**src/rtl/trap_pkg.sv**
```systemverilog
package trap_pkg;

  typedef enum logic [2:0] {EV_NONE, EV_HW, EV_SW, EV_ERR, EV_RET} ev_kind_t;

  // Vector address: base upper bits, trap type, zero nibble
  function automatic logic [31:0] vec_of(logic [31:0] base, logic [7:0] tt);
    return {base[31:12], tt, 4'h0};
  endfunction

  // Software trap numbers live in the upper half of the type space
  function automatic logic [7:0] sw_type(logic [31:0] a, logic [31:0] b);
    logic [31:0] sum;
    sum = a + b;
    return {1'b1, sum[6:0]};
  endfunction

  function automatic int unsigned win_fwd(int unsigned w, int unsigned n);
    return (w + 1 == n) ? 0 : w + 1;
  endfunction

  function automatic int unsigned win_back(int unsigned w, int unsigned n);
    return (w == 0) ? n - 1 : w - 1;
  endfunction

endpackage

```
**src/rtl/trap_arb.sv**
```systemverilog
module trap_arb
  import trap_pkg::*;
(
  input  logic        hw_req,
  input  logic [7:0]  hw_tt,
  input  logic        sw_req,
  input  logic [31:0] sw_a,
  input  logic [31:0] sw_b,
  input  logic        ret_req,
  input  logic        et,
  input  logic        err_mode,
  output ev_kind_t    kind,
  output logic [7:0]  tt_sel
);

  always_comb begin
    kind   = EV_NONE;
    tt_sel = 8'h00;
    if (!err_mode) begin
      if (hw_req) begin
        kind   = EV_HW;
        tt_sel = hw_tt;
      end else if (sw_req) begin
        if (et) begin
          kind   = EV_SW;
          tt_sel = sw_type(sw_a, sw_b);
        end else begin
          kind = EV_ERR;
        end
      end else if (ret_req) begin
        kind = EV_RET;
      end
    end
  end

endmodule

```
**src/rtl/trap_status.sv**
```systemverilog
module trap_status
  import trap_pkg::*;
#(
  parameter int NWIN = 8,
  parameter int CWPW = 3
) (
  input  logic            clk,
  input  logic            rst_n,
  input  logic            take_trap,
  input  logic            take_ret,
  input  logic            take_err,
  output logic            et,
  output logic            s,
  output logic            ps,
  output logic [CWPW-1:0] cwp,
  output logic [CWPW-1:0] cwp_fwd,
  output logic            err_mode
);

  logic [CWPW-1:0] cwp_back;

  assign cwp_fwd  = CWPW'(win_fwd(32'(cwp), NWIN));
  assign cwp_back = CWPW'(win_back(32'(cwp), NWIN));

  always_ff @(posedge clk) begin
    if (!rst_n) begin
      et       <= 1'b1;
      s        <= 1'b1;
      ps       <= 1'b0;
      cwp      <= '0;
      err_mode <= 1'b0;
    end else if (take_trap) begin
      et  <= 1'b0;
      ps  <= s;
      s   <= 1'b1;
      cwp <= cwp_fwd;
    end else if (take_ret) begin
      s   <= ps;
      et  <= 1'b1;
      cwp <= cwp_back;
    end else if (take_err) begin
      err_mode <= 1'b1;
    end
  end

endmodule

```
**src/rtl/trap_seq_unit.sv**
```systemverilog
module trap_seq_unit
  import trap_pkg::*;
#(
  parameter int NWIN = 8,
  localparam int CWPW = (NWIN > 1) ? $clog2(NWIN) : 1
) (
  input  logic            clk,
  input  logic            rst_n,
  input  logic            hw_req,
  input  logic [7:0]      hw_tt,
  input  logic            sw_req,
  input  logic [31:0]     sw_op_a,
  input  logic [31:0]     sw_op_b,
  input  logic            ret_req,
  input  logic [31:0]     ret_op_a,
  input  logic [31:0]     ret_op_b,
  input  logic [31:0]     cur_pc,
  input  logic [31:0]     cur_npc,
  input  logic            base_wr,
  input  logic [31:0]     base_wdata,
  output logic            st_et,
  output logic            st_s,
  output logic            st_ps,
  output logic [CWPW-1:0] st_cwp,
  output logic [31:0]     tbr_q,
  output logic            redir_valid,
  output logic [31:0]     redir_pc,
  output logic [31:0]     redir_npc,
  output logic            save_we,
  output logic [CWPW-1:0] save_win,
  output logic [31:0]     save_l1,
  output logic [31:0]     save_l2,
  output logic            annul_clr,
  output logic            err_mode
);

  ev_kind_t        ev_kind;
  logic [7:0]      ev_tt;
  logic            take_trap;
  logic            take_ret;
  logic            take_err;
  logic [CWPW-1:0] cwp_fwd;
  logic [31:0]     vec_addr;
  logic [31:0]     ret_tgt;

  trap_arb arb_i (
    .hw_req   (hw_req),
    .hw_tt    (hw_tt),
    .sw_req   (sw_req),
    .sw_a     (sw_op_a),
    .sw_b     (sw_op_b),
    .ret_req  (ret_req),
    .et       (st_et),
    .err_mode (err_mode),
    .kind     (ev_kind),
    .tt_sel   (ev_tt)
  );

  assign take_trap = (ev_kind == EV_HW) || (ev_kind == EV_SW);
  assign take_ret  = (ev_kind == EV_RET);
  assign take_err  = (ev_kind == EV_ERR);

  trap_status #(.NWIN(NWIN), .CWPW(CWPW)) status_i (
    .clk       (clk),
    .rst_n     (rst_n),
    .take_trap (take_trap),
    .take_ret  (take_ret),
    .take_err  (take_err),
    .et        (st_et),
    .s         (st_s),
    .ps        (st_ps),
    .cwp       (st_cwp),
    .cwp_fwd   (cwp_fwd),
    .err_mode  (err_mode)
  );

  assign vec_addr = vec_of(tbr_q, ev_tt);
  assign ret_tgt  = ret_op_a + ret_op_b;

  // Base register: software owns the upper field, trap entry owns the type field
  always_ff @(posedge clk) begin
    if (!rst_n) begin
      tbr_q <= '0;
    end else begin
      if (base_wr)   tbr_q[31:12] <= base_wdata[31:12];
      if (take_trap) tbr_q[11:4]  <= ev_tt;
    end
  end

  always_ff @(posedge clk) begin
    if (!rst_n) begin
      redir_valid <= 1'b0;
      redir_pc    <= '0;
      redir_npc   <= '0;
      save_we     <= 1'b0;
      save_win    <= '0;
      save_l1     <= '0;
      save_l2     <= '0;
      annul_clr   <= 1'b0;
    end else begin
      redir_valid <= 1'b0;
      save_we     <= 1'b0;
      annul_clr   <= 1'b0;
      if (take_trap) begin
        redir_valid <= 1'b1;
        redir_pc    <= vec_addr;
        redir_npc   <= vec_addr + 32'd4;
        save_we     <= 1'b1;
        save_win    <= cwp_fwd;
        save_l1     <= cur_pc;
        save_l2     <= cur_npc;
        annul_clr   <= 1'b1;
      end else if (take_ret) begin
        redir_valid <= 1'b1;
        redir_pc    <= ret_tgt;
        redir_npc   <= ret_tgt + 32'd4;
      end
    end
  end

endmodule

```
**config.mk**
```make
export PLATFORM = sky130hd
export DESIGN_NAME = trap_seq_unit
export DESIGN_NICKNAME = d
export VERILOG_FILES = /design/src/rtl/trap_pkg.sv /design/src/rtl/trap_arb.sv /design/src/rtl/trap_status.sv /design/src/rtl/trap_seq_unit.sv
export SDC_FILE = /design/constraint.sdc
export NUM_CORES = 1
export LEC_CHECK = 0
export CAP_MARGIN = 40
export CORE_MARGIN = 2
export CORE_UTILIZATION = 35
export CTS_BUF_LIST = sky130_fd_sc_hd__clkbuf_4 sky130_fd_sc_hd__clkbuf_8 sky130_fd_sc_hd__clkbuf_16
export CTS_CLUSTER_SIZE = 30
export DETAILED_ROUTE_END_ITERATION = 12
export DONT_BUFFER_PORTS = 1
export GPL_TIMING_DRIVEN = 0
export PLACE_DENSITY_LB_ADDON = 0.05
export SLEW_MARGIN = 20
export SYNTH_ARGS = -nofsm -noshare
export SYNTH_HDL_FRONTEND = slang
export SYNTH_SLANG_ARGS = --single-unit
```
**constraint.sdc**
```tcl
create_clock -name clk -period 3.47 [get_ports clk]
set_input_delay 0.5205 -clock clk [delete_from_list [all_inputs] [get_ports clk]]
set_output_delay 0.5205 -clock clk [all_outputs]
set_load 0.02 [all_outputs]
```
==> results.sh <==
export IMPL_post_route_period_util=0.961
export IMPL_use_met3=0.0525
export IMPL_place_port_buffers=0
export IMPL_synth_seq_area_share=0.373
export IMPL_critPathLaunchType="input pin"
export IMPL_syn_area_mm2=0.00902
export IMPL_place_hpwl_um=25800
export IMPL_rr_startpoint="status_i.et$_SDFFE_PN1N_"
export IMPL_insertion_delay_ns=0.43
export IMPL_fin_crit_ns=3.34
export IMPL_skew_ns=0.0151
export IMPL_ctsHoldBuffers=0
export IMPL_area_growth_pct=13.2
export IMPL_antennaDiodeCount=0
export IMPL_nFillCells=2683
export IMPL_initial_core_util=0.357
export IMPL_die_h_um=165
export IMPL_vdd_ir_drop_max_v=0.000330
export IMPL_cts_num_sinks=168
export IMPL_gr_max_usage_layer="met2"
export IMPL_r2r_end="redir_pc[4]$_SDFFE_PN0N_"
export IMPL_path_max_fanout=7
export IMPL_max_freq_ghz=0.300
export IMPL_routedWlPerCell_um=21.8
export IMPL_yosysMostFrequentCell="nand2_1"
export IMPL_root_buffer="clkbuf_16"
export IMPL_fp_dieW_um=165
export IMPL_cts_buffer_depth=2
export IMPL_synth_seq_cells=168
export IMPL_drt_iter0_markers=361
export IMPL_worstRegToRegCells=6
export IMPL_use_met2=0.421
export IMPL_grt_max_degree=17
export IMPL_drt_vias_per_instance=5.49
export IMPL_first_global_vias=7750
export IMPL_setup_viol=0
export IMPL_postRouteAntennaNets=0
export IMPL_synth_distinct_cells=72
export IMPL_dp_slack_ns=-0.484
export IMPL_yosys_top_cells_count="nand2_1, dfxtp_1, a21oi_1, nor2_1, clkbuf_1"
export IMPL_yosysTopAreaCell="dfxtp_1"
export IMPL_die_area_mm2=0.0271
export IMPL_power_density_mw_per_mm2=545
export IMPL_finalMaxSlewViolations=0
export IMPL_grt_pass1_wl_um=47200
export IMPL_num_rows=58
export IMPL_antenna_found_initial=0
export IMPL_min_path_type="in2reg"
export IMPL_cp_arrival_ns=3.67
export IMPL_drtPass1Iterations=5
export IMPL_groute_usage_overall=0.230
export IMPL_ff2ff_setup_slack_ns=0.74
export IMPL_drt_wl_total_um=32300
export IMPL_crit_start="ret_op_a[17]"
export IMPL_critPathRequiredTime_ns=3.81
export IMPL_syn_area_per_cell_um2=8.13
export IMPL_cts_tree="built"
export IMPL_worstMarginPinSlew_ns=0.765
export IMPL_synth_edf_count=0
export IMPL_htree_num_levels=4
export IMPL_cp_end_kind="register"
export IMPL_multiInputGateArea_mm2=0.00542
export IMPL_drive_gt1_frac=0.0853
export IMPL_timing_hold_violations_final=0
export IMPL_maxCapViolations=0
export IMPL_drc_errors=0
export IMPL_syn_inst=1110
export IMPL_overflow=0
export IMPL_rsz0062_at_grt="false"
export IMPL_setup_slack_ns=0.135
export IMPL_yosys_warnings=0
export IMPL_status="complete, no violations"
export IMPL_place_congestion=0.791
export IMPL_fin_nets=1417
export IMPL_ys_flop_type="dfxtp_1"
export IMPL_synth_area_leaders="dfxtp_1, nand2_1, a21oi_1"
export IMPL_path_class="in2reg"
export IMPL_numCtsBuffers=17
export IMPL_leakagePower_nw=3.94
export IMPL_core_mm2=0.0253
export IMPL_synth_top_cell_area_share=0.373
export IMPL_ff_latch_area_mm2=0.00336
export IMPL_cp_endpoint="redir_npc[26]$_SDFFE_PN0N_"
export IMPL_ys_async_sr_fraction=0
export IMPL_met1_usage=0.270
export IMPL_pin_count=411
export IMPL_cts_clk_slew_worst_paths_ns=0.07
export IMPL_slew_headroom=0.490
export IMPL_vias=8115
export IMPL_fin_setup_tns_ns=0
==> metal layers <==
layer | vias up | wire length, um
li1 | 4002 | -
met1 | 3838 | 13200
met2 | 252 | 16200
met3 | 23 | 2380
met4 | 0 | 483
met5 | - | 0
==> area by class of cell <==
| cell class | count | area share |
|---|---|---|
| Buffer | 82 | 0.0336 |
| Clock buffer | 19 | 0.0431 |
| Clock inverter | 13 | 0.0157 |
| Inverter | 9 | 0.00331 |
| Multi-Input combinational cell | 854 | 0.531 |
| Sequential cell | 168 | 0.329 |
| Tap cell | 330 | 0.0404 |
| Timing Repair Buffer | 4 | 0.00331 |
==> worst max-delay path: stages <==
cell	delay [ns]
ha_1	0.40
a21o_1	0.25
a31o_1	0.29
mux2_4	0.31
a211o_1	0.30
a311oi_2	0.35
nand2_2	0.12
nor4_4	0.39
nand3_2	0.18
o31a_1	0.34
a221oi_2	0.22
==> placed cells by master (no fill, tap or decap), types with 18 or more instances in the layout <==
master    instances
nand2_1         215
dfxtp_1         168
a21oi_1         160
nor2_1           78
clkbuf_1         61
a22oi_1          40
ha_1             40
xnor2_1          26
xor2_1           25
a21o_1           23
o21ai_0          21
mux2i_1          20
nand3_1          18
==> worst min path at each step <==
stage / startpoint / to / cells after the start
final: cur_pc[21] / save_l1[21]$_SDFFE_PN0N_ / 2
after global routing: cur_pc[21] / save_l1[21]$_SDFFE_PN0N_ / 2
after CTS: cur_pc[21] / save_l1[21]$_SDFFE_PN0N_ / 2
after detailed placement: save_l2[30]$_SDFFE_PN0N_ / save_l2[30]$_SDFFE_PN0N_ / 2
after global placement: save_l2[5]$_SDFFE_PN0N_ / save_l2[5]$_SDFFE_PN0N_ / 2
after floorplan: redir_npc[0]$_SDFFE_PN0N_ / redir_npc[0]$_SDFFE_PN0N_ / 2
==> where the power goes <==
part           total [mW]  switching, mW  internal [mW]
combinational        1.22          0.789          0.428
sequential           2.39          0.314           2.07
clock                1.96          0.866           1.10
total                5.57           1.97           3.60
==> sequential cells by signal, summed over array words and instances (netlist names) <==
register,count
status_i.s,1
save_l1,32
save_l2,32
status_i.err_mode,1
status_i.cwp,3
redir_pc,32
tbr_q,28
status_i.ps,1
save_win,3
redir_valid,1
status_i.et,1
redir_npc,32
annul_clr,1
==> cell families (layout without fill, tap and decap cells) <==
logic type	after synthesis	after routing	synth area share
compound gates	340	340	0.242
xor+xnor	60	60	0.0607
fa+ha+maj	43	43	0.0613
buf+inv	91	127	0.0417
flops	168	168	0.373
mux	21	21	0.0239
other cells	1	4	0.000416
simple gates	386	386	0.197
==> timing repair <==
item	in CTS	in global routing
setup endpoints to repair	2	11
pin swaps	0	2
setup buffers	0	2
gates cloned	0	0
resized for setup	3	14
==> per-stage QoR <==
stage,instance area (um^2),util,cells,hold WS [ns],total power [mW]
6_report,10200,0.404,1479,0.218,5.57
5_1_grt,10200,0.404,1479,0.209,5.84
4_1_cts,10100,0.400,1475,0.209,5.58
3_5_place_dp,9480,0.375,1443,0.548,3.62
3_3_place_gp,9480,0.375,1443,0.543,3.61
2_1_floorplan,9070,-,1113,0.535,3.26
Power figures use the tool's default switching activity.
